<file path="src/rtl/rc_pkg.sv">
package rc_pkg;
  // quarter ticks per bus clock
  localparam int unsigned QPC = 4;

  typedef enum logic [1:0] {
    SETUP_NONE = 2'b00,
    SETUP_RSVD = 2'b01,
    SETUP_QTR  = 2'b10,
    SETUP_HALF = 2'b11
  } setup_e;

  // strobe lane indices
  localparam int unsigned LANE_CS = 0;
  localparam int unsigned LANE_WE = 1;
  localparam int unsigned LANE_OE = 2;
  localparam int unsigned LANE_TA = 3;
  localparam int unsigned LANES   = 4;

  // extra chip-select delay in quarters for a setup code
  function automatic logic [1:0] setup_quarters(input logic [1:0] code);
    logic [1:0] d;
    case (setup_e'(code))
      SETUP_QTR:  d = 2'd1;
      SETUP_HALF: d = 2'd2;
      default:    d = 2'd0;
    endcase
    return d;
  endfunction
endpackage

</file>
<file path="src/rtl/rc_cfg_latch.sv">
// Captures the bank settings at the start of an access and derives the
// quarter index of each strobe edge. The next_* outputs show the value the
// registers hold after the current edge, so output flops can be fed from it.
module rc_cfg_latch #(
  parameter int unsigned WAIT_W = 4,
  parameter int unsigned CNT_W  = 8
) (
  input  logic              clk_i,
  input  logic              rst_i,
  input  logic              accept_i,
  input  logic              rd_i,
  input  logic [WAIT_W-1:0] wait_i,
  input  logic              relax_i,
  input  logic [1:0]        setup_i,
  input  logic              bemode_i,
  output logic              next_rd_o,
  output logic              next_ween_o,
  output logic [CNT_W-1:0]  next_cs_at_o,
  output logic [CNT_W-1:0]  next_we_at_o,
  output logic [CNT_W-1:0]  next_ta_at_o,
  output logic [CNT_W-1:0]  cur_last_o
);
  import rc_pkg::*;

  localparam int unsigned QSH = $clog2(QPC);

  logic [CNT_W-1:0] wq, wscaled, len_in;
  logic [CNT_W-1:0] cs_at_in, we_at_in, ta_at_in, last_in;

  logic             rd_q, ween_q;
  logic [CNT_W-1:0] cs_at_q, we_at_q, ta_at_q, last_q;

  always_comb begin
    wq       = CNT_W'(wait_i);
    wscaled  = relax_i ? (wq << 1) : wq;
    len_in   = CNT_W'(2) + wscaled + CNT_W'(relax_i);
    last_in  = (len_in << QSH) - CNT_W'(1);
    ta_at_in = (len_in - CNT_W'(1)) << QSH;
    we_at_in = relax_i ? CNT_W'(QPC) : '0;
    cs_at_in = we_at_in + CNT_W'(setup_quarters(setup_i));
  end

  always_ff @(posedge clk_i) begin
    if (rst_i) begin
      rd_q    <= 1'b0;
      ween_q  <= 1'b0;
      cs_at_q <= '0;
      we_at_q <= '0;
      ta_at_q <= '0;
      last_q  <= '0;
    end else if (accept_i) begin
      rd_q    <= rd_i;
      ween_q  <= ~rd_i | bemode_i;
      cs_at_q <= cs_at_in;
      we_at_q <= we_at_in;
      ta_at_q <= ta_at_in;
      last_q  <= last_in;
    end
  end

  assign next_rd_o    = accept_i ? rd_i                 : rd_q;
  assign next_ween_o  = accept_i ? (~rd_i | bemode_i)   : ween_q;
  assign next_cs_at_o = accept_i ? cs_at_in             : cs_at_q;
  assign next_we_at_o = accept_i ? we_at_in             : we_at_q;
  assign next_ta_at_o = accept_i ? ta_at_in             : ta_at_q;
  assign cur_last_o   = last_q;
endmodule

</file>
<file path="src/rtl/rc_quarter_seq.sv">
// Quarter-tick counter for one access: accepts a start while idle and stops
// after the last quarter of the access.
module rc_quarter_seq #(
  parameter int unsigned CNT_W = 8
) (
  input  logic             clk_i,
  input  logic             rst_i,
  input  logic             start_i,
  input  logic [CNT_W-1:0] last_i,
  output logic             accept_o,
  output logic             next_active_o,
  output logic [CNT_W-1:0] next_q_o
);
  logic             active_q;
  logic [CNT_W-1:0] q_q;
  logic             at_end;

  assign accept_o = start_i & ~active_q;
  assign at_end   = active_q & (q_q == last_i);

  always_comb begin
    next_active_o = active_q;
    next_q_o      = q_q;
    if (rst_i) begin
      next_active_o = 1'b0;
      next_q_o      = '0;
    end else if (accept_o) begin
      next_active_o = 1'b1;
      next_q_o      = '0;
    end else if (at_end) begin
      next_active_o = 1'b0;
      next_q_o      = '0;
    end else if (active_q) begin
      next_q_o      = q_q + CNT_W'(1);
    end
  end

  always_ff @(posedge clk_i) begin
    active_q <= next_active_o;
    q_q      <= next_q_o;
  end
endmodule

</file>
<file path="src/rtl/rc_strobe_gen.sv">
// Registered strobe lanes: each lane is high from its threshold quarter to
// the end of the access, gated by its enable.
module rc_strobe_gen #(
  parameter int unsigned CNT_W = 8
) (
  input  logic             clk_i,
  input  logic             rst_i,
  input  logic             next_active_i,
  input  logic [CNT_W-1:0] next_q_i,
  input  logic             next_rd_i,
  input  logic             next_ween_i,
  input  logic [CNT_W-1:0] next_cs_at_i,
  input  logic [CNT_W-1:0] next_we_at_i,
  input  logic [CNT_W-1:0] next_ta_at_i,
  output logic             cs_o,
  output logic             we_o,
  output logic             oe_o,
  output logic             ta_o,
  output logic             busy_o
);
  import rc_pkg::*;

  logic [CNT_W-1:0] thr [LANES];
  logic [LANES-1:0] ena;
  logic [LANES-1:0] lane_q;
  logic             busy_q;

  always_comb begin
    thr[LANE_CS] = next_cs_at_i;
    thr[LANE_WE] = next_we_at_i;
    thr[LANE_OE] = next_cs_at_i;
    thr[LANE_TA] = next_ta_at_i;
    ena[LANE_CS] = 1'b1;
    ena[LANE_WE] = next_ween_i;
    ena[LANE_OE] = next_rd_i;
    ena[LANE_TA] = 1'b1;
  end

  for (genvar g = 0; g < LANES; g++) begin : g_lane
    always_ff @(posedge clk_i) begin
      if (rst_i) lane_q[g] <= 1'b0;
      else       lane_q[g] <= next_active_i & ena[g] & (next_q_i >= thr[g]);
    end
  end

  always_ff @(posedge clk_i) begin
    if (rst_i) busy_q <= 1'b0;
    else       busy_q <= next_active_i;
  end

  assign cs_o   = lane_q[LANE_CS];
  assign we_o   = lane_q[LANE_WE];
  assign oe_o   = lane_q[LANE_OE];
  assign ta_o   = lane_q[LANE_TA];
  assign busy_o = busy_q;
endmodule

</file>
<file path="src/rtl/rc_strobe_seq.sv">
module rc_strobe_seq #(
  parameter int unsigned WAIT_W = 4
) (
  input  logic              clk_i,
  input  logic              rst_i,
  input  logic              start_i,
  input  logic              rd_i,
  input  logic [WAIT_W-1:0] wait_i,
  input  logic              relax_i,
  input  logic [1:0]        setup_i,
  input  logic              bemode_i,
  output logic              cs_o,
  output logic              we_o,
  output logic              oe_o,
  output logic              ta_o,
  output logic              busy_o
);
  import rc_pkg::*;

  localparam int unsigned MAX_LEN = 2 + 2 * ((2 ** WAIT_W) - 1) + 1;
  localparam int unsigned CNT_W   = $clog2(QPC * MAX_LEN + 1);

  logic             accept;
  logic             nx_active;
  logic [CNT_W-1:0] nx_q;
  logic             nx_rd, nx_ween;
  logic [CNT_W-1:0] nx_cs_at, nx_we_at, nx_ta_at, cur_last;

  rc_quarter_seq #(.CNT_W(CNT_W)) u_seq (
    .clk_i         (clk_i),
    .rst_i         (rst_i),
    .start_i       (start_i),
    .last_i        (cur_last),
    .accept_o      (accept),
    .next_active_o (nx_active),
    .next_q_o      (nx_q)
  );

  rc_cfg_latch #(.WAIT_W(WAIT_W), .CNT_W(CNT_W)) u_cfg (
    .clk_i        (clk_i),
    .rst_i        (rst_i),
    .accept_i     (accept),
    .rd_i         (rd_i),
    .wait_i       (wait_i),
    .relax_i      (relax_i),
    .setup_i      (setup_i),
    .bemode_i     (bemode_i),
    .next_rd_o    (nx_rd),
    .next_ween_o  (nx_ween),
    .next_cs_at_o (nx_cs_at),
    .next_we_at_o (nx_we_at),
    .next_ta_at_o (nx_ta_at),
    .cur_last_o   (cur_last)
  );

  rc_strobe_gen #(.CNT_W(CNT_W)) u_gen (
    .clk_i         (clk_i),
    .rst_i         (rst_i),
    .next_active_i (nx_active),
    .next_q_i      (nx_q),
    .next_rd_i     (nx_rd),
    .next_ween_i   (nx_ween),
    .next_cs_at_i  (nx_cs_at),
    .next_we_at_i  (nx_we_at),
    .next_ta_at_i  (nx_ta_at),
    .cs_o          (cs_o),
    .we_o          (we_o),
    .oe_o          (oe_o),
    .ta_o          (ta_o),
    .busy_o        (busy_o)
  );
endmodule

</file>
<file path="config.mk">
export PLATFORM = sky130hd
export DESIGN_NAME = rc_strobe_seq
export DESIGN_NICKNAME = d
export VERILOG_FILES = /design/src/rtl/rc_pkg.sv /design/src/rtl/rc_cfg_latch.sv /design/src/rtl/rc_quarter_seq.sv /design/src/rtl/rc_strobe_gen.sv /design/src/rtl/rc_strobe_seq.sv
export SDC_FILE = /design/constraint.sdc
export NUM_CORES = 1
export LEC_CHECK = 0
export BUFFER_PORTS_ARGS = -buffer_cell sky130_fd_sc_hd__buf_2
export CAP_MARGIN = 0
export CELL_PAD_IN_SITES_DETAIL_PLACEMENT = 1
export CELL_PAD_IN_SITES_GLOBAL_PLACEMENT = 1
export CORE_AREA = 2 2 105 66
export CTS_CLUSTER_SIZE = 28
export DETAILED_ROUTE_END_ITERATION = 8
export DIE_AREA = 0 0 107 68
export GPL_TIMING_DRIVEN = 0
export PLACE_DENSITY = 0.67
export SYNTH_ARGS = -nofsm -noshare
export SYNTH_HDL_FRONTEND = slang
export SYNTH_SLANG_ARGS = --single-unit
</file>
<file path="constraint.sdc">
create_clock -name clk_i -period 3 [get_ports clk_i]
set_input_delay 0.15 -clock clk_i [delete_from_list [all_inputs] [get_ports clk_i]]
set_output_delay 0.15 -clock clk_i [all_outputs]
set_load 0.005 [all_outputs]
</file>
# == Word level (Yosys, flattened, before mapping) ==
# Index checks and enable logic that the tools add are counted.
# totals
reg_bits,48
word_cells,51
# classes
n_addsub,6
magnitude_cmp,3
n_eq_ne,3
n_mux,15
bitwise,11
# op_table
op,count
$mux 8,7
$ge 8x8->1,3
$add 8x1->8 const B,1
$add 8x2->8,1
$and 1x1->1,8
$eq 8x8->1,1
$sub 8x1->8 const B,1
$add 2x6->6 const A,1
$add 6x1->6,1
$sub 6x1->6 const B,1
$mux 1,5
$mux 5,1
$eq 2x2->1 const B,2
$pmux 2 s2,1
$mux 3,1
$not 1->1,2
$or 1x1->1,1

# == Longest topological paths before layout ==
# Gate-level depths: netlist of run 1.
# logic_depth
word_depth,7
depth_mapped,14

# == By module ==
# Synthesis of run 1 repeated with hierarchy kept, for this count alone.
# unflattened
cells_unflattened,296
area_unflattened_um2,2675.1
# modules_own_cells
mod,n_inst,cells_each,area_each_um2,seq_area_each_um2
rc_cfg_latch,1,158,1426.4,660.6
rc_strobe_gen,1,82,730.7,100.1
rc_quarter_seq,1,56,518.0,180.2

# == Worst setup path before layout of run 1 ==
# Ideal clock, no wire load.
# synth_timing
path_type,input -> register
startpoint,in relax_i
endpoint,reg u_gen.lane_q[3] (netlist: u_gen.ta_o)
setup_ns,0.086
arrival_ns,2.483
t_required_ns,2.914
setup_slack_ns,0.432
cell_stages,12
path_cell_list,buf_6 -> mux2_2 -> ha_1 -> nor2b_1 -> xnor2_1 -> o21ai_0 -> mux2i_1 -> or2_1 -> ha_1 -> nand4_1 -> or3_1 -> a211oi_1
# synth_via
elab_chain_cells,7
# synth_rtl
item,line,rtl
start: declaration,rc_strobe_seq.sv:9,"input logic relax_i,"
$mux 5,rc_cfg_latch.sv:35,wscaled = relax_i ? (wq << 1) : wq;
$add 2x6->6,rc_cfg_latch.sv:36,len_in = CNT_W'(2) + wscaled + CNT_W'(relax_i);
$add 6x1->6 *,rc_cfg_latch.sv:36,
$sub 6x1->6 *,rc_cfg_latch.sv:38,ta_at_in = (len_in - CNT_W'(1)) << QSH;
$mux 8 *,rc_cfg_latch.sv:65,assign next_ta_at_o = accept_i ? ta_at_in : ta_at_q;
$ge 8x8->1 *,rc_strobe_gen.sv:42,else lane_q[g] <= next_active_i & ena[g] & (next_q_i >= thr[g]);
$and 1x1->1 *,rc_strobe_gen.sv:42,
end signal: indexed assignment,rc_strobe_gen.sv:42,
end: declaration,rc_strobe_gen.sv:25,logic [LANES-1:0] lane_q;
# Every way passes the cells marked *; elsewhere a longest branch is shown, timed or not.
# A chain may end at the register's enable or synchronous reset.

# == Final worst setup path of run 1 ==
# layout_timing
startpoint,reg u_seq.active_q
endpoint,reg u_gen.lane_q[1] (netlist: u_gen.we_o)
# layout_via
elab_chain_cells,6
elab_cells_between_ends,15
cone_classes,order compare (1); mux (9); bitwise (5)
# layout_rtl
item,line,rtl
start: declaration,rc_quarter_seq.sv:14,logic active_q;
start signal: assignment,rc_quarter_seq.sv:39,active_q <= next_active_o;
"$mux 8, or another cell as far along",rc_quarter_seq.sv:33,end else if (active_q) begin
$mux 8 or $and 1x1->1 (tied branches),"rc_quarter_seq.sv:30, rc_quarter_seq.sv:18",
$mux 8 *,rc_quarter_seq.sv:27,end else if (accept_o) begin
$mux 8 *,rc_quarter_seq.sv:24,if (rst_i) begin
named net nx_q[1],rc_strobe_seq.sv:25,logic [CNT_W-1:0] nx_q;
$ge 8x8->1 *,rc_strobe_gen.sv:42,
$and 1x1->1 *,rc_strobe_gen.sv:42,
# The timed path passes the listed nets; every way through them passes the cells marked *.

==> results of run 1 <==
## routing by layer
layer / wire length, microns / part of all wire [%] / GRT usage, %
met1: 3409 / 57 / 27.13
met2: 2331 / 39 / 27.47
met3: 127 / 2.1 / 3.714
met4: 66 / 1.1 / 4.870
met5: 0 / 0 / 0
## placed cells by master (no fill, tap or decap), types with 2 or more instances in the layout
cell	n
sky130_fd_sc_hd__clkbuf_1	5
sky130_fd_sc_hd__a31oi_1	2
sky130_fd_sc_hd__nor2_2	2
sky130_fd_sc_hd__or2_1	2
sky130_fd_sc_hd__xnor2_1	5
sky130_fd_sc_hd__and2_1	17
sky130_fd_sc_hd__nor3b_1	3
sky130_fd_sc_hd__a21oi_1	17
sky130_fd_sc_hd__dfxtp_1	47
sky130_fd_sc_hd__nor3_1	10
sky130_fd_sc_hd__nand3b_1	3
sky130_fd_sc_hd__ha_1	29
sky130_fd_sc_hd__xor2_1	10
sky130_fd_sc_hd__buf_2	17
sky130_fd_sc_hd__o21ai_0	5
sky130_fd_sc_hd__nand2b_1	5
sky130_fd_sc_hd__mux2i_1	5
sky130_fd_sc_hd__clkbuf_8	6
sky130_fd_sc_hd__nand4_1	4
sky130_fd_sc_hd__a211oi_1	2
sky130_fd_sc_hd__nor2_1	32
sky130_fd_sc_hd__and3_1	2
sky130_fd_sc_hd__nand3_1	5
sky130_fd_sc_hd__nand2_1	27
sky130_fd_sc_hd__nor2b_1	5
sky130_fd_sc_hd__buf_4	2
sky130_fd_sc_hd__a21o_1	5
## kinds of logic (layout without fill, tap and decap cells)
kind of cell / Yosys count / count (layout) / synth area share [%]
AO/OA/AOI/OAI: 39 / 39 / 10.80
XOR/XNOR: 15 / 15 / 5.324
adder cells (fa/ha/maj): 29 / 29 / 14.71
buffers and inverters: 13 / 35 / 2.788
flip-flops: 47 / 47 / 38.13
multiplexers: 6 / 6 / 2.485
AND/OR/NAND/NOR: 125 / 125 / 25.76
## power by group through the flow
stage          clock (mW)  sequential [mW]  combinational, mW
4_1_cts             0.431            0.665              0.213
3_3_place_gp            0            0.679              0.207
5_1_grt             0.458            0.668              0.242
2_1_floorplan           0            0.676              0.148
3_5_place_dp            0            0.680              0.212
6_report            0.415            0.665              0.214
## cells in the mapped netlist (all sizes together)
cell type	count
inv	1
nor3	10
clkbuf	5
a221oi	2
buf	7
a21oi	18
and2	17
o2111a	1
nand4	4
nand3b	3
a21o	5
nor3b	3
and4	1
a31oi	2
nor2b	5
or2	2
nand3	6
and3b	1
ha	29
nand2b	6
xor2	10
o21ai	7
a2111oi	1
a211oi	2
dfxtp	47
and4b	1
and3	2
nand2	28
nor2	35
mux2i	5
o311a	1
xnor2	5
mux2	1
or3	1
## path summary, 6_finish.rpt
check / startpoint / end / cells after the start
worst min register to register: u_cfg.rd_q / u_cfg.rd_q / 2
worst max-delay path: u_seq.active_q / u_gen.we_o / 11
worst max register to register: u_seq.active_q / u_gen.we_o / 11
worst min-delay path: rd_i / u_cfg.rd_q / 3
## through the flow
step                      setup TNS [ps]  cells
after floorplan                        0    274
after global placement            -100.8    375
after detailed placement          -186.7    375
after CTS                              0    383
after global routing                   0    383
final                                  0    383
## final cells by class
cell class                 instances  share of cell area [%]
multi-input combinational        214                   53.45
sequential                        47                   34.12
tap                               87                   3.947
clock buffer                       7                   3.131
timing repair buffer              14                   2.541
buffer                            12                   2.359
clock inverter                     1                  0.3176
inverter                           1                  0.1361
## worst max-delay path: cells and delay by family, from the launching register on
kind | cells | cell delay [ps]
adder cells (fa/ha/maj) | 1 | 360
buffers and inverters | 3 | 610
flip-flops | 1 | 320
AO/OA/AOI/OAI | 3 | 520
AND/OR/NAND/NOR | 4 | 890
## repair_timing
action,in CTS,in global routing
setup buffers,0,0
setup endpoints to repair,1,3
endpoints found under the hold margin,0,0
resized for setup,1,5
## flip-flops by register name (all words and copies together) (netlist names)
name and cells:
u_gen.cs_o 1, u_seq.q_q 8, u_cfg.cur_last_o 7, u_seq.active_q 1
u_cfg.we_at_q 8, u_gen.oe_o 1, u_gen.we_o 1, u_gen.ta_o 1
u_gen.busy_o 1, u_cfg.rd_q 1, u_cfg.ta_at_q 8, u_cfg.cs_at_q 8
u_cfg.ween_q 1
==> parameters.txt, run 1 <==
Parameter                              Value

Clocking
  Number of buffers created by CTS ... 5
  Number of H-tree levels ... 2
  Clock-pin slew reported for the worst setup and hold paths after clock tree synthesis ... 90 ps
  Insertion delay of the later-clocked pin in the worst-skew pair ... 310 ps
  Sink count of the clock tree ... 47
  Hold_buf cts ... 0
  CTS tree ... yes
  Buffer levels on the longest clock path ... 2
  Buffer cell driving the clock tree root ... sky130_fd_sc_hd__clkbuf_8

Global routing
  Global route total overflow ... 0
  Maximum number of pins on one net before global-route repair ... 15
  Aggregate global-route resource usage ... 18.45%
  First-pass GRT wire length ... 10.03 mm
  Vias in the first global route ... 1919
  Initial antenna violation count ... 0

Synthesis
  Area share of the largest cell type after synthesis ... 38.13%
  Yosys cell types ... 43
  Sequential-to-total area share from yosys stat ... 38.13%
  Yosys top cell by area ... sky130_fd_sc_hd__dfxtp_1
  Post-synthesis instance total ... 274
  Number of nets produced by synthesis ... 315
  Number of storage elements in the synthesis netlist ... 47
  Count of yosys warnings during synthesis ... 0
  Synth Area per Inst ... 9.005 sq um
  Cell types occupying the most area after synthesis ... sky130_fd_sc_hd__dfxtp_1, sky130_fd_sc_hd__ha_1, sky130_fd_sc_hd__nor2_1
  Netlist Area Pre-Place ... 2467 sq um

Route
  Initial DRT Pass Iterations ... 4
  1st-iter DRT viols ... 59
  DRC viols ... 0
  Number of vias per cell ... 5.039
  Residual antenna-violating net count after detailed routing ... 0
  Vias ... 1930
  Final routed wire length divided by cell count ... 15.49 microns
  Routed wire length ... 5.934 mm

Timing
  Post-Route Skew ... 7.818 ps
  Slew @ Worst Pin ... 697.5 ps
  Worst max-slew margin expressed relative to the limit ... 53.14%
  Count of endpoints failing setup in the final report ... 0
  Ratio of final minimum period to clock period ... 93.52%
  Tmin final ... 2806 ps
  Post-Route Hold Slack ... 100.6 ps
  Crit path setup slack, layout ... 194.3 ps
  Final hold violation count ... 0
  Final-report max-slew violation count ... 0
  Fmax ... 356.4 MHz
  RSZ-0062 raised after global routing ... false

Power and ir drop
  Ratio of total power to cell area ... 469.3 nW/um^2
  Sequential group share of total power ... 51.4%
  Share of power burned in the clock network ... 32.1%
  Internal power summed over all cells ... 0.9231 mW
  Static Leak ... 1.194 nW
  Logic gate share of total power ... 16.6%
  Switching power as a share of total power ... 28.68%
  Worst VDD drop ... 0.2235 mV
  Total power consumption of the routed design ... 1.294 mW
  Net switching power ... 0.3711 mW

Layout
  Count of antenna diodes in the layout ... 0
  Final core utilization ... 42.97%
  Layout fillers ... 772
  Share of cells above drive strength 1 ... 13.18%
  Net count of the finished layout ... 336
  Final Cell Area ... 2758 sq um
  Layout Area Growth over Synthesis ... 11.76%
  FF/Latch Area ... 940.9 sq um
  Area of the multi-input gates ... 1474 sq um

Floorplan
  Full die area ... 7276 sq um
  Die Ht ... 68 microns
  Top-Level Pins ... 17
  Horizontal die dimension ... 107 microns
  Effective utilization at floorplan ... 38.45%
  Number of standard-cell rows in the floorplan ... 23
  Std-Cell Core Area ... 6417 sq um

Placement
  Number of I/O port buffers ... 14
  Placed Instance Area ... 2646 sq um
  GP Congestion ... 0.7667
  Worst setup slack before clock tree synthesis ... -163.5 ps
  HPWL after detailed placement ... 4.764 mm

Hold path
  Hold Path Class ... input pin to flip-flop

Setup path
  Kind of start point of the critical path ... flip-flop
  Highest net fanout along the worst path ... 10
  Ordered cell list for the critical path ... buf_4 -> nor2b_1 -> clkbuf_2 -> buf_2 -> nor3_1 -> ha_1 -> nand2_1 -> o21ai_0 -> a31oi_1 -> o21ai_0 -> and3b_1
  Worst Setup End Kind ... flip-flop
  Cell with the largest stage delay on the worst path ... sky130_fd_sc_hd__nor3_1
  Dominant cell type by count on the critical path ... sky130_fd_sc_hd__o21ai_0
  Setup slack, reg-to-reg ... 190 ps
  Critical path class ... flip-flop to flip-flop
  Slowest cell delay on critical path ... 600 ps
  Data required time of the critical path ... 3210 ps
  Critical path data arrival time ... 3020 ps

Run status
  Result of the run ... finished clean

Job
  Max cap viols ... 0
Note: power is estimated with default switching activity, not from simulation.
==> run 2: changes to the inputs <==
--- a/config.mk
+++ b/config.mk
@@ -14,7 +14,7 @@
 export DETAILED_ROUTE_END_ITERATION = 8
 export DIE_AREA = 0 0 107 68
 export GPL_TIMING_DRIVEN = 0
-export PLACE_DENSITY = 0.67
+export PLACE_DENSITY_LB_ADDON = 0.1
 export SYNTH_ARGS = -nofsm -noshare
 export SYNTH_HDL_FRONTEND = slang
 export SYNTH_SLANG_ARGS = --single-unit
==> parameters.txt, run 2 (synthesis results as in run 1) <==
Parameter                              Value

Timing
  Final hold violation count ... 0 (unchanged)
  Final-report max-slew violation count ... 0 (unchanged)
  Ratio of final minimum period to clock period ... 92.14% (-1.4 points)
  RSZ-0062 raised after global routing ... false
  Slew @ Worst Pin ... 551.6 ps (-145.9 ps)
  Fmax ... 361.8 MHz (+1.5%)
  Worst max-slew margin expressed relative to the limit ... 63.23% (+10 points)
  Crit path setup slack, layout ... 235.8 ps (+41.41 ps)
  Count of endpoints failing setup in the final report ... 0 (unchanged)
  Tmin final ... 2764 ps (-41.41 ps)
  Post-Route Skew ... 9.265 ps (+1.447 ps)

Clocking
  CTS tree ... yes
  Buffer cell driving the clock tree root ... sky130_fd_sc_hd__clkbuf_8
  Clock-pin slew reported for the worst setup and hold paths after clock tree synthesis ... 90 ps (about the same)
  Number of buffers created by CTS ... 5 (unchanged)
  Number of post-CTS setup repair buffers ... 0 (unchanged)
  Sink count of the clock tree ... 47 (unchanged)
  Insertion delay of the later-clocked pin in the worst-skew pair ... 310 ps (about the same)
  Buffer levels on the longest clock path ... 2 (unchanged)
  Number of H-tree levels ... 2 (unchanged)

Setup path
  Worst Setup End Kind ... flip-flop
  Cells on worst reg2reg path ... 11 (unchanged)
  Cell with the largest stage delay on the worst path ... sky130_fd_sc_hd__o311a_1
  Ordered cell list for the critical path ... buf_2 -> buf_6 -> mux2_2 -> ha_1 -> xor2_1 -> o311a_1 -> or2_1 -> ha_1 -> nand4_1 -> or3_1 -> a211oi_1
  Setup slack, reg-to-reg ... 290 ps (+100 ps)
  Dominant cell type by count on the critical path ... sky130_fd_sc_hd__ha_1
  Reg2Reg Launch Point ... u_seq.q_q[0]
  Kind of start point of the critical path ... input pin
  Critical path class ... input pin to flip-flop
  Highest net fanout along the worst path ... 10 (unchanged)
  Slowest cell delay on critical path ... 420 ps (-180 ps)
  Data required time of the critical path ... 3210 ps (about the same)
  Critical path data arrival time ... 2980 ps (-40 ps)
  Capture instance of the worst register-to-register path ... u_gen.we_o
  CP bufs+invs ... 2 (-1)
  Delay-heaviest family, CP ... simple AND/OR/NAND/NOR gates

Global routing
  Global route total overflow ... 0 (unchanged)
  Vias in the first global route ... 1951 (+1.7%)
  Maximum number of pins on one net before global-route repair ... 16 (+1)
  First-pass GRT wire length ... 10.07 mm (+0.49%)
  Initial antenna violation count ... 0 (unchanged)
  Aggregate global-route resource usage ... 18.70% (+0.25 points)

Hold path
  Worst Hold Endpoint ... u_cfg.rd_q
  Hold Path Class ... input pin to flip-flop
  Launch instance of the worst min-delay path ... rd_i
  Cell depth of the worst min-delay path ... 3 (unchanged)

Job
  Max cap viols ... 0 (unchanged)

Floorplan
  Top-Level Pins ... 17 (unchanged)
  Std-Cell Core Area ... 6417 sq um (unchanged)
  Horizontal die dimension ... 107 microns (unchanged)
  Number of standard-cell rows in the floorplan ... 23 (unchanged)
  Effective utilization at floorplan ... 38.45% (unchanged)
  Full die area ... 7276 sq um (unchanged)
  Die Ht ... 68 microns (unchanged)

Placement
  GP Congestion ... 0.7497 (-2.2%)
  HPWL after detailed placement ... 4.804 mm (+0.85%)
  Worst setup slack before clock tree synthesis ... -109.3 ps (+54.17 ps)
  Number of I/O port buffers ... 14 (unchanged)

Layout
  Highest-count cells in the layout ignoring fill and taps ... sky130_fd_sc_hd__dfxtp_1, sky130_fd_sc_hd__nor2_1, sky130_fd_sc_hd__ha_1
  Layout Area Growth over Synthesis ... 13.24%
  Most frequent standard cell in the layout excluding fill and tap cells ... sky130_fd_sc_hd__dfxtp_1
  Net count of the finished layout ... 336 (unchanged)
  Share of cells above drive strength 1 ... 14.53% (+1.4 points)
  Count of antenna diodes in the layout ... 0 (unchanged)
  Final core utilization ... 43.54% (+0.57 points)

Route
  Initial DRT Pass Iterations ... 4 (unchanged)
  1st-iter DRT viols ... 85 (+44%)
  DRC viols ... 0 (unchanged)
  Final routed wire length divided by cell count ... 15.65 microns (+1.0%)
  Routed wire length ... 5.994 mm (+1.0%)
  Residual antenna-violating net count after detailed routing ... 0 (unchanged)
  Number of vias per cell ... 5.026 (-0.26%)
  Vias ... 1925 (-0.26%)

Power and ir drop
  Static Leak ... 1.210 nW (+1.3%)
  Ratio of total power to cell area ... 495.3 nW/um^2 (+5.5%)
  Worst VDD drop ... 0.1888 mV (-16%)

Run status
  Result of the run ... finished clean
-- run 2: worst max path at each step --
stage / from / endpoint / slack [ps] / cells past startpoint
after floorplan: relax_i / u_gen.ta_o / 430 / 12
after global placement: relax_i / u_gen.ta_o / -100 / 13
after detailed placement: relax_i / u_gen.ta_o / -110 / 13
after CTS: u_seq.active_q / u_gen.we_o / 10 / 12
after global routing: u_seq.active_q / u_gen.ta_o / 50 / 10
final: relax_i / u_gen.ta_o / 240 / 11
-- run 2: report_power, final --
part           internal, mW  leakage, nW  switching (mW)
clock network         0.274       0.0618           0.230
registers             0.650        0.383          0.0144
logic                0.0838        0.765           0.131
total                  1.01         1.21           0.375
-- run 2: layout make-up --
cell class              instances  area [sq um]
clock buffers                   6         82.58
flip-flops and latches         47         940.9
repair buffers                 14         70.07
clock inverters                 2         38.79
plain buffers                  12         65.06
fillers                       778          3623
multi-input cells             214          1484
well taps                      87         108.9
inverters                       1         3.754
-- run 2: repair_timing --
action / 4_1_cts / 5_1_grt
hold endpoints to repair: 0 / 0
hold buffers: 0 / 0
resized for setup: 0 / 9
endpoints found under the setup margin: 0 / 4
-- run 2: worst min-delay path: cells and delay by family --
kind | cells | cell delay, ps
and+or+nand+nor | 1 | 50
buffers and inverters | 1 | 100
AOI/OAI and AO/OA | 1 | 60
-- run 2: metrics by stage --
step,hold slack [ps],instance area (sq um),instances,power [mW],TNS (ps)
6_report,107.4,2794,383,1.384,0
4_1_cts,101.1,2768,383,1.400,0
2_1_floorplan,297.7,2467,274,0.8233,0
3_3_place_gp,429.6,2646,375,0.8864,-98.54
3_5_place_dp,433.2,2646,375,0.8920,-109.3
5_1_grt,129.2,2794,383,1.460,0
-- run 2: metal layers --
metal / global-route usage (%) / wire [microns] / vias to the layer above
met5: 0 / 0 / -
met4: 4.383 / 60 / 0
met3: 3.714 / 157 / 7
met2: 28.03 / 2420 / 13
met1: 27.62 / 3356 / 920
li1: - / - / 985
==> run 3: changes to the inputs <==
--- a/config.mk
+++ b/config.mk
@@ -5,14 +5,14 @@
 export SDC_FILE = /design/constraint.sdc
 export NUM_CORES = 1
 export LEC_CHECK = 0
-export BUFFER_PORTS_ARGS = -buffer_cell sky130_fd_sc_hd__buf_2
-export CAP_MARGIN = 0
+export CAP_MARGIN = 30
 export CELL_PAD_IN_SITES_DETAIL_PLACEMENT = 1
 export CELL_PAD_IN_SITES_GLOBAL_PLACEMENT = 1
 export CORE_AREA = 2 2 105 66
 export CTS_CLUSTER_SIZE = 28
 export DETAILED_ROUTE_END_ITERATION = 8
 export DIE_AREA = 0 0 107 68
+export DONT_BUFFER_PORTS = 1
 export GPL_TIMING_DRIVEN = 0
 export PLACE_DENSITY_LB_ADDON = 0.1
 export SYNTH_ARGS = -nofsm -noshare
==> parameters.txt, run 3 (synthesis results as in run 1) <==
Parameter                              Value

Timing
  Post-Route Skew ... 11.83 ps (+2.570 ps)
  Slew @ Worst Pin ... 715.4 ps (+163.8 ps)
  Final-report max-slew violation count ... 0 (unchanged)
  Sum of negative setup slack ... 0 ps (unchanged)
  Ratio of final minimum period to clock period ... 92.79% (+0.65 points)
  Count of endpoints failing setup in the final report ... 0 (unchanged)
  Final hold violation count ... 0 (unchanged)
  Fmax ... 359.2 MHz (-0.70%)
  RSZ-0062 raised after global routing ... false
  Tmin final ... 2784 ps (+19.36 ps)
  Worst max-slew margin expressed relative to the limit ... 51.94% (-11 points)

Power and ir drop
  Logic gate share of total power ... 14.7% (-0.8 points)
  Switching power as a share of total power ... 27.96% (+0.84 points)
  Ratio of total power to cell area ... 500.4 nW/um^2 (+1.0%)
  Net switching power ... 0.3806 mW (+1.4%)
  Static Leak ... 1.148 nW (-5.1%)
  Total power consumption of the routed design ... 1.361 mW (-1.6%)
  Sequential group share of total power ... 49.0% (+1.0 points)
  Share of power burned in the clock network ... 36.3% (about the same)
  Internal power summed over all cells ... 0.9805 mW (-2.8%)
  Worst VDD drop ... 0.2126 mV (+13%)

Route
  Vias ... 1900 (-1.3%)
  Initial DRT Pass Iterations ... 4 (unchanged)
  DRC viols ... 0 (unchanged)
  Routed wire length ... 5.913 mm (-1.4%)
  Residual antenna-violating net count after detailed routing ... 0 (unchanged)
  Final routed wire length divided by cell count ... 15.98 microns (+2.1%)
  Number of vias per cell ... 5.135 (+2.2%)
  1st-iter DRT viols ... 75 (-12%)

Clocking
  CTS tree ... yes
  Insertion delay of the later-clocked pin in the worst-skew pair ... 310 ps (about the same)
  Sink count of the clock tree ... 47 (unchanged)
  Number of H-tree levels ... 2 (unchanged)
  Number of buffers created by CTS ... 5 (unchanged)
  Number of post-CTS setup repair buffers ... 0 (unchanged)
  Clock-pin slew reported for the worst setup and hold paths after clock tree synthesis ... 100 ps (about the same)
  Buffer levels on the longest clock path ... 2 (unchanged)
  Buffer cell driving the clock tree root ... sky130_fd_sc_hd__clkbuf_8

Global routing
  First-pass GRT wire length ... 10.02 mm (-0.56%)
  Initial antenna violation count ... 0 (unchanged)
  Global route total overflow ... 0 (unchanged)
  Maximum number of pins on one net before global-route repair ... 17 (+1)
  Vias in the first global route ... 1933 (-0.92%)
  Aggregate global-route resource usage ... 18.24% (-0.46 points)

Floorplan
  Top-Level Pins ... 17 (unchanged)
  Effective utilization at floorplan ... 38.45% (unchanged)
  Number of standard-cell rows in the floorplan ... 23 (unchanged)
  Std-Cell Core Area ... 6417 sq um (unchanged)
  Full die area ... 7276 sq um (unchanged)
  Die Ht ... 68 microns (unchanged)
  Horizontal die dimension ... 107 microns (unchanged)

Setup path
  Highest net fanout along the worst path ... 10 (unchanged)
  Worst Setup End Kind ... flip-flop
  Critical path class ... flip-flop to flip-flop
  Data required time of the critical path ... 3240 ps (+30 ps)
  Critical path data arrival time ... 3020 ps (+40 ps)
  Setup slack, reg-to-reg ... 220 ps (-70 ps)
  Kind of start point of the critical path ... flip-flop

Layout
  Final core utilization ... 42.39% (-1.2 points)
  Count of antenna diodes in the layout ... 0 (unchanged)
  Most frequent standard cell in the layout excluding fill and tap cells ... sky130_fd_sc_hd__dfxtp_1
  Filler-free cell count of the finished design ... 370 (-3.4%)
  Final Cell Area ... 2720 sq um (-2.6%)
  Net count of the finished layout ... 323 (-3.9%)
  Layout Area Growth over Synthesis ... 10.24%
  Share of cells above drive strength 1 ... 9.541% (-5.0 points)
  Highest-count cells in the layout ignoring fill and taps ... sky130_fd_sc_hd__dfxtp_1, sky130_fd_sc_hd__nor2_1, sky130_fd_sc_hd__ha_1

Placement
  HPWL after detailed placement ... 4.608 mm (-4.1%)
  GP Congestion ... 0.7500 (about the same)
  Post-placement cell count ... 361 (-3.7%)
  Number of I/O port buffers ... 0 (-14)
  Placed Instance Area ... 2576 sq um (-2.6%)

Hold path
  Hold Path Class ... input pin to flip-flop

Job
  Max cap viols ... 0 (unchanged)

Run status
  Result of the run ... finished clean
## run 3: cell count changes in the layout (fill, tap and decap cells not counted), sizes merged
cell         change
clkinv           +1
clkbuf           -1
buf             -14
dlygate4sd3      +1
## run 3: power groups by stage
| stage | Sequential, mW | Clock [mW] | Combinational [mW] |
|---|---|---|---|
| finish | 0.666 | 0.494 | 0.201 |
| global route | 0.669 | 0.534 | 0.228 |
| floorplan | 0.676 | 0 | 0.148 |
| global placement | 0.680 | 0 | 0.193 |
| detailed placement | 0.681 | 0 | 0.196 |
| CTS | 0.666 | 0.506 | 0.200 |
## run 3: final timing paths
check | start | end | cells past startpoint
max reg2reg | u_seq.active_q | u_gen.oe_o | 10
min | start_i | u_gen.busy_o | 2
max | u_seq.active_q | u_gen.oe_o | 10
min reg2reg | u_cfg.ta_at_q[0] | u_cfg.ta_at_q[0] | 1
## run 3: metrics by stage
| stage | worst slack [ps] | hold WS [ps] |
|---|---|---|
| 2_1_floorplan | 432.0 | 297.7 |
| 3_3_place_gp | 15.28 | 319.6 |
| 3_5_place_dp | -18.42 | 326.1 |
| 4_1_cts | 138.4 | 53.24 |
| 5_1_grt | 17.00 | 65.24 |
| 6_report | 216.4 | 64.64 |
## run 3: repair_timing
item	in CTS	in global routing
setup endpoints to repair	1	4
resized for setup	1	5
gates cloned	0	0
hold endpoints to repair	1	0
hold buffers	1	0
## run 3: area by class of cell
type | instances | area [sq um]
fill | 754 | 3697
multi-input combinational | 214 | 1474
sequential | 47 | 942.2
tap | 87 | 108.9
clock buffer | 5 | 68.82
buffer | 12 | 65.06
clock inverter | 3 | 47.55
timing repair buffer | 1 | 10.01
inverter | 1 | 3.754
## run 3: routing by layer
metal / GRT usage [%] / part of all wire [%] / vias to the layer above
met2: 25.64 / 39 / 26
met1: 28.19 / 57 / 911
met5: 0 / 0 / -
li1: - / - / 958
met4: 3.896 / 0.51 / 0
met3: 3.714 / 3.7 / 5
## run 3: critical path, stage by stage, from the launching register on
cell	delay, ps
sky130_fd_sc_hd__dfxtp_1	320
sky130_fd_sc_hd__buf_4	160
sky130_fd_sc_hd__nor2b_1	60
sky130_fd_sc_hd__clkbuf_2	190
sky130_fd_sc_hd__buf_2	240
sky130_fd_sc_hd__nor3_1	610
sky130_fd_sc_hd__ha_1	290
sky130_fd_sc_hd__o21ai_0	80
sky130_fd_sc_hd__o21ai_0	400
sky130_fd_sc_hd__a21oi_2	140
sky130_fd_sc_hd__nor3b_1	200
